### config.mk
export PLATFORM = sky130hd
export DESIGN_NAME = pwm_pc_timer
export DESIGN_NICKNAME = d
export VERILOG_FILES = /design/src/rtl/pwm_pc_pkg.sv /design/src/rtl/pwm_pc_prescale.sv /design/src/rtl/pwm_pc_updown.sv /design/src/rtl/pwm_pc_channel.sv /design/src/rtl/pwm_pc_timer.sv
export SDC_FILE = /design/constraint.sdc
export NUM_CORES = 1
export LEC_CHECK = 0
export CAP_MARGIN = 15
export CORE_UTILIZATION = 46
export DETAILED_ROUTE_END_ITERATION = 10
export GPL_TIMING_DRIVEN = 1
export PLACE_DENSITY = 0.72
export REMOVE_ABC_BUFFERS = 1
export SETUP_SLACK_MARGIN = 0.15
export SYNTH_ARGS = -nofsm -noshare
export SYNTH_HDL_FRONTEND = slang
export SYNTH_HIERARCHICAL = 1
export SYNTH_SLANG_ARGS = --single-unit
### constraint.sdc
create_clock -name clk -period 9.3 [get_ports clk]
set_input_delay 1.86 -clock clk [delete_from_list [all_inputs] [get_ports clk]]
set_output_delay 1.86 -clock clk [all_outputs]
set_load 0.02 [all_outputs]
### src/rtl/pwm_pc_pkg.sv
package pwm_pc_pkg;
   localparam int unsigned ADDR_W = 3;
   localparam int unsigned NUM_CH = 2;

   localparam logic [ADDR_W-1:0] ADR_CTRL  = 3'd0;
   localparam logic [ADDR_W-1:0] ADR_CMP0  = 3'd1;
   localparam logic [ADDR_W-1:0] ADR_FLAGS = 3'd3;
   localparam logic [ADDR_W-1:0] ADR_COUNT = 3'd4;

   // control word: request enables, per-channel modes, resolution, clock select
   typedef struct packed {
      logic [NUM_CH:0]             irq_en;
      logic [NUM_CH-1:0][1:0]      out_mode;
      logic [1:0]                  res;
      logic [2:0]                  csel;
   } ctrl_t;

   localparam int unsigned CTRL_W = $bits(ctrl_t);

   function automatic logic [9:0] top_of(input logic [1:0] res);
      case (res)
         2'd0:    top_of = 10'h0FF;
         2'd1:    top_of = 10'h1FF;
         default: top_of = 10'h3FF;
      endcase
   endfunction
endpackage

### src/rtl/pwm_pc_prescale.sv
module pwm_pc_prescale #(
   parameter int unsigned PRE_W = 10
) (
   input  logic       clk,
   input  logic       rst_n,
   input  logic [2:0] csel,
   output logic       tick,
   output logic       bypass
);
   localparam logic [PRE_W-1:0] STEP = PRE_W'(1);

   logic [PRE_W-1:0] pre_q;
   logic [PRE_W-1:0] mask;
   logic             run;

   initial begin
      assert (PRE_W >= 10) else $error("PRE_W must cover a 1024 divide");
   end

   always_ff @(posedge clk or negedge rst_n) begin
      if (!rst_n) pre_q <= '0;
      else        pre_q <= pre_q + STEP;
   end

   always_comb begin
      run  = 1'b1;
      mask = '0;
      case (csel)
         3'd1: mask = '0;
         3'd2: mask = PRE_W'(7);
         3'd3: mask = PRE_W'(63);
         3'd4: mask = PRE_W'(255);
         3'd5: mask = PRE_W'(1023);
         default: run = 1'b0;
      endcase
   end

   assign tick   = run && ((pre_q & mask) == mask);
   assign bypass = (csel == 3'd1);
endmodule

### src/rtl/pwm_pc_updown.sv
module pwm_pc_updown #(
   parameter int unsigned CNT_W = 16
) (
   input  logic             clk,
   input  logic             rst_n,
   input  logic             tick,
   input  logic [CNT_W-1:0] top,
   output logic [CNT_W-1:0] cnt,
   output logic             at_bot,
   output logic             at_top,
   output logic             up_phase
);
   localparam logic [CNT_W-1:0] ONE = CNT_W'(1);

   logic [CNT_W-1:0] cnt_q;
   logic             dir_up_q;

   assign at_bot   = (cnt_q == '0);
   assign at_top   = !at_bot && (cnt_q >= top);
   assign up_phase = !at_bot && (at_top || dir_up_q);
   assign cnt      = cnt_q;

   always_ff @(posedge clk or negedge rst_n) begin
      if (!rst_n) begin
         cnt_q    <= '0;
         dir_up_q <= 1'b0;
      end else if (tick) begin
         if (at_bot) begin
            cnt_q    <= ONE;
            dir_up_q <= 1'b1;
         end else if (at_top) begin
            cnt_q    <= cnt_q - ONE;
            dir_up_q <= 1'b0;
         end else if (dir_up_q) begin
            cnt_q <= cnt_q + ONE;
         end else begin
            cnt_q <= cnt_q - ONE;
         end
      end
   end


   hold_without_tick_chk: assert property (@(posedge clk) disable iff (!rst_n)
      !tick |=> $stable(cnt_q));


   turn_down_at_top_chk: assert property (@(posedge clk) disable iff (!rst_n)
      (tick && at_top) |=> (!dir_up_q && !at_bot));
endmodule

### src/rtl/pwm_pc_channel.sv
module pwm_pc_channel #(
   parameter int unsigned CNT_W = 16
) (
   input  logic             clk,
   input  logic             rst_n,
   input  logic             tick,
   input  logic [CNT_W-1:0] cnt,
   input  logic [CNT_W-1:0] top,
   input  logic             at_top,
   input  logic             up_phase,
   input  logic             bypass,
   input  logic [1:0]       mode,
   input  logic             wr,
   input  logic [CNT_W-1:0] wdata,
   output logic [CNT_W-1:0] shadow,
   output logic             match,
   output logic             pin
);
   logic [CNT_W-1:0] shadow_q;
   logic [CNT_W-1:0] active_q;
   logic             out_q;
   logic             out_nxt;

   assign match  = tick && (cnt == active_q);
   assign shadow = shadow_q;
   assign pin    = mode[1] ? out_q : 1'b0;

   always_comb begin
      out_nxt = out_q;
      if (match) begin
         if (active_q == '0)        out_nxt = mode[0];
         else if (active_q == top) begin
            if (!bypass)            out_nxt = !mode[0];
         end
         else if (up_phase)         out_nxt = mode[0];
         else                       out_nxt = !mode[0];
      end
   end

   always_ff @(posedge clk or negedge rst_n) begin
      if (!rst_n) begin
         shadow_q <= '0;
         active_q <= '0;
         out_q    <= 1'b0;
      end else begin
         if (wr)             shadow_q <= wdata;
         if (tick && at_top) active_q <= shadow_q;
         out_q <= out_nxt;
      end
   end


   shadow_hold_chk: assert property (@(posedge clk) disable iff (!rst_n)
      !wr |=> $stable(shadow_q));


   latch_only_at_top_chk: assert property (@(posedge clk) disable iff (!rst_n)
      !(tick && at_top) |=> $stable(active_q));


   zero_forces_low_chk: assert property (@(posedge clk) disable iff (!rst_n)
      (match && active_q == '0 && mode == 2'b10) |=> !out_q);
endmodule

### src/rtl/pwm_pc_timer.sv
module pwm_pc_timer
   import pwm_pc_pkg::*;
#(
   parameter int unsigned CNT_W = 16,
   parameter int unsigned PRE_W = 10
) (
   input  logic              clk,
   input  logic              rst_n,
   input  logic              bus_wr,
   input  logic [2:0]        bus_addr,
   input  logic [CNT_W-1:0]  bus_wdata,
   output logic [CNT_W-1:0]  bus_rdata,
   input  logic              global_ie,
   output logic              pwm_a,
   output logic              pwm_b,
   output logic              irq_ovf,
   output logic              irq_cmp_a,
   output logic              irq_cmp_b
);
   ctrl_t              ctrl_q;
   logic [NUM_CH:0]    flag_q;
   logic [NUM_CH:0]    flag_set;
   logic [NUM_CH:0]    flag_clr;
   logic [NUM_CH:0]    irq_vec;
   logic               tick;
   logic               bypass;
   logic [CNT_W-1:0]   cnt;
   logic [CNT_W-1:0]   top;
   logic               at_bot;
   logic               at_top;
   logic               up_phase;
   logic [NUM_CH-1:0]  match_v;
   logic [NUM_CH-1:0]  pin_v;
   logic [CNT_W-1:0]   shadow_arr [NUM_CH];

   initial begin
      assert (CNT_W >= CTRL_W) else $error("CNT_W too narrow for control word");
      assert (CNT_W >= 10) else $error("CNT_W too narrow for 10-bit top");
   end

   assign top = CNT_W'(top_of(ctrl_q.res));

   pwm_pc_prescale #(.PRE_W(PRE_W)) pre_i (
      .clk(clk), .rst_n(rst_n), .csel(ctrl_q.csel), .tick(tick), .bypass(bypass)
   );

   pwm_pc_updown #(.CNT_W(CNT_W)) cnt_i (
      .clk(clk), .rst_n(rst_n), .tick(tick), .top(top), .cnt(cnt),
      .at_bot(at_bot), .at_top(at_top), .up_phase(up_phase)
   );

   for (genvar ch = 0; ch < NUM_CH; ch++) begin : g_ch
      logic wr_cmp;
      assign wr_cmp = bus_wr && (bus_addr == ADR_CMP0 + ADDR_W'(ch));
      pwm_pc_channel #(.CNT_W(CNT_W)) ch_i (
         .clk(clk), .rst_n(rst_n), .tick(tick), .cnt(cnt), .top(top),
         .at_top(at_top), .up_phase(up_phase), .bypass(bypass),
         .mode(ctrl_q.out_mode[ch]), .wr(wr_cmp), .wdata(bus_wdata),
         .shadow(shadow_arr[ch]), .match(match_v[ch]), .pin(pin_v[ch])
      );
   end

   assign flag_set = {match_v, tick && at_bot};
   assign flag_clr = (bus_wr && bus_addr == ADR_FLAGS) ? bus_wdata[NUM_CH:0] : '0;

   always_ff @(posedge clk or negedge rst_n) begin
      if (!rst_n) begin
         ctrl_q <= '0;
         flag_q <= '0;
      end else begin
         if (bus_wr && bus_addr == ADR_CTRL) ctrl_q <= ctrl_t'(bus_wdata[CTRL_W-1:0]);
         flag_q <= (flag_q & ~flag_clr) | flag_set;
      end
   end

   assign irq_vec = flag_q & ctrl_q.irq_en & {(NUM_CH+1){global_ie}};

   always_comb begin
      bus_rdata = '0;
      case (bus_addr)
         ADR_CTRL:  bus_rdata = CNT_W'(ctrl_q);
         ADR_FLAGS: bus_rdata = CNT_W'(flag_q);
         ADR_COUNT: bus_rdata = cnt;
         default:   bus_rdata = '0;
      endcase
      for (int i = 0; i < NUM_CH; i++) begin
         if (bus_addr == ADR_CMP0 + ADDR_W'(i)) bus_rdata = shadow_arr[i];
      end
   end

   assign pwm_a     = pin_v[0];
   assign pwm_b     = pin_v[1];
   assign irq_ovf   = irq_vec[0];
   assign irq_cmp_a = irq_vec[1];
   assign irq_cmp_b = irq_vec[2];


   ovf_from_bottom_chk: assert property (@(posedge clk) disable iff (!rst_n)
      $rose(flag_q[0]) |-> $past(tick && at_bot));


   cmp_a_from_match_chk: assert property (@(posedge clk) disable iff (!rst_n)
      $rose(flag_q[1]) |-> $past(match_v[0]));
endmodule

==> results by group <==
Clock tree
  • CTS Buf Count: 9
  • Clock Sinks: 108
  • # hold bufs at CTS: 0
  • TritonCTS clock tree: yes
  • Max clock buf depth: 2
  • Setup repair bufs after CTS: 0
  • H-tree Lvls: 3
  • # resized after CTS: 0
  • Root Driver: clkbuf_16
  • Clock Latency Late Sink: 0.36 ns
  • Worst-path clk slew: 0.07 ns

Die
  • DIE HEIGHT: 123 µm
  • Die ar.: 15100 µm²
  • Core area: 14000 µm²
  • Starting Density: 0.479
  • Die width: 123 µm
  • Std cell rows: 43
  • IO Pins: 44

Routing
  • First DRT Iteration DRCs: 453
  • Final ANT Viol Nets: 0
  • DRC: 0
  • Via total after detailed routing: 5328
  • Pre-antenna DRT Iters: 5
  • DRT Wirelength: 17800 µm
  • Wirelength per Cell: 20.0 µm
  • Routed vias/inst: 5.99

Global routing
  • Met2 Usage GRT: 0.411
  • Largest net degree at the start of global routing: 64
  • GR peak layer: met2
  • GRT Overall Usage: 0.254
  • Initial antenna violation count: 0
  • First-pass GRT wire length: 28800 µm
  • Grt met1 use: 0.322
  • Met3 Usage GRT: 0.0376
  • Remaining global-route overflow: 0
  • Vias in the first global route: 5416

Power and ir drop
  • P per Cell Area: 236 nW/µm²
  • Leakage Power: 0.00326 µW
  • Worst vdd ir: 0.167 mV

Setup path
  • Worst Setup Start Kind: input port
  • Critical path arrival: 4.79 ns
  • Worst Path Max Fanout: 12
  • CP endpoint kind: primary output
  • Critical Path RT: 7.44 ns
  • Critical path type: input port to primary output

Timing
  • Slew HR: 0.306
  • Final slew viol count: 0
  • RSZ-0062 raised after global routing: false
  • Peak Freq: 0.150 GHz
  • Final Cycle Share: 0.715
  • Worst Skew: 0.00767 ns
  • Slew at the pin with the worst max-slew slack: 1.04 ns
  • Setup violators final: 0
  • Period minus WS final: 6.65 ns
  • Fin Setup TNS: 0 ns
  • Final Hold Viols: 0

Logic synthesis
  • FFs w/ async S/R, synth: 1.00
  • Main area contributors after synthesis: dfrtp_1, mux2_2, xnor2_1
  • Syn Inst Count: 634
  • Synth unique cells: 72
  • Ys Warns: 6
  • Area leader, netlist: dfrtp_1
  • Number of synthesized flops with an enable pin: 0
  • Syn_area_per_cell: 10.6 µm²
  • Synth top area share: 0.402
  • Post-synth top cells: dfrtp_1, mux2_2, xnor2_1
  • Count leader, synth: dfrtp_1
  • Sequential area share after synthesis: 0.402
  • Post-synthesis register bit count: 108
  • Mapped cell area: 6720 µm²
  • Synth Flop Type: dfrtp_1

Finish
  • Share of cells above drive strength 1: 0.178
  • Post-Route Utilization: 0.551
  • Layout Cells excl Fill: 889
  • Fillcell total: 1191
  • Fin nets: 747
  • Syn-to-layout area delta: 15.1%
  • Antenna diode count: 0

Place
  • Inst Count DP: 873
  • IO Port Bufs: 43
  • Dpl hpwl: 12600 µm
  • GPL Wtd Cong: 0.925

Flow run
  • MaxCap Viol Count: 0

Outcome
  • Outcome: complete, no violations

Worst hold path
  • Hold Path Class: register to register
cell usage in the layout, fill, tap and decap left out, types with 10 or more instances in the layout:
master           instances
a21oi_1                 11
and3_1                  17
clkdlybuf4s50_1         42
conb_1                  42
dfrtp_1                108
ha_1                    20
inv_1                   24
mux2_2                  86
nand2_1                 31
nand3_1                 17
nand4_1                 25
nor2_1                  33
nor3b_1                 10
nor4_1                  17
o21a_1                  10
o21ai_0                 19
xnor2_1                 65
xor2_1                  11
state kept, by name (all words and copies together) (netlist names):
register,flops
cnt_i/cnt,16
cnt_i/dir_up_q,1
ctrl_q,12
flag_q,3
g_ch.ch_i/active_q,32
g_ch.ch_i/out_q,2
g_ch.ch_i/shadow,32
pre_i/pre_q,10
path summary, 6_finish.rpt:
| path | startpoint | endpoint | slack, ns | cells after the start |
|---|---|---|---|---|
| setup / recovery | bus_addr[0] | bus_rdata[2] | 2.65 | 5 |
| hold / removal | pre_i/pre_q[9] | pre_i/pre_q[9] | 0.47 | 1 |
| setup reg to reg | cnt_i/cnt[4] | g_ch[1].ch_i/active_q[3] | 5.76 | 7 |
| hold reg to reg | pre_i/pre_q[9] | pre_i/pre_q[9] | 0.47 | 1 |
| max in group asynchronous | rst_n | g_ch[0].ch_i/active_q[3] | 6.57 | 2 |
| min in group asynchronous | rst_n | cnt_i/cnt[8] | 1.50 | 1 |
report_power, final:
group	switching, µW	internal (µW)
logic	264	315
registers	230	592
clock network	188	241
total	681	1150
area by class of cell:
cell class / count / area, µm² / area share
clock buffers: 9 / 225 / 0.0291
clock inverters: 7 / 105 / 0.0136
inverters: 25 / 106 / 0.0138
multi-input cells: 514 / 3920 / 0.507
flip-flops and latches: 108 / 2700 / 0.349
well taps: 180 / 225 / 0.0291
repair buffers: 46 / 450 / 0.0582
per-stage QoR:
step	power, µW	cell area [µm²]	hold WS, ns	setup slack (ns)
CTS	1830	7730	0.469	2.71
floorplan	1180	6730	0.436	4.65
global placement	1370	7400	0.450	2.81
detailed placement	1390	7400	0.459	2.69
finish	1830	7730	0.471	2.65
global route	1920	7730	0.516	2.46
cells by family after synthesis:
group                    synth area share
multiplexers                        0.162
XOR/XNOR                           0.0990
flip-flops                          0.402
adder cells (fa/ha/maj)            0.0372
buffers and inverters              0.0372
other                             0.00112
AO/OA/AOI/OAI                      0.0979
AND/OR/NAND/NOR                     0.164
per-layer routing:
metal | vias up | wire length (µm)
met4 | 0 | 790
li1 | 2430 | -
met3 | 54 | 948
met5 | - | 0
met2 | 211 | 8590
met1 | 2633 | 7430
worst max-delay path, stage by stage:
cell and delay (ns):
clkdlybuf4s50_1 0.92, nand2b_1 0.43, nor2_1 0.68, a221o_1 0.27, clkdlybuf4s50_1 0.61
Note: power is estimated with default switching activity, not from simulation.
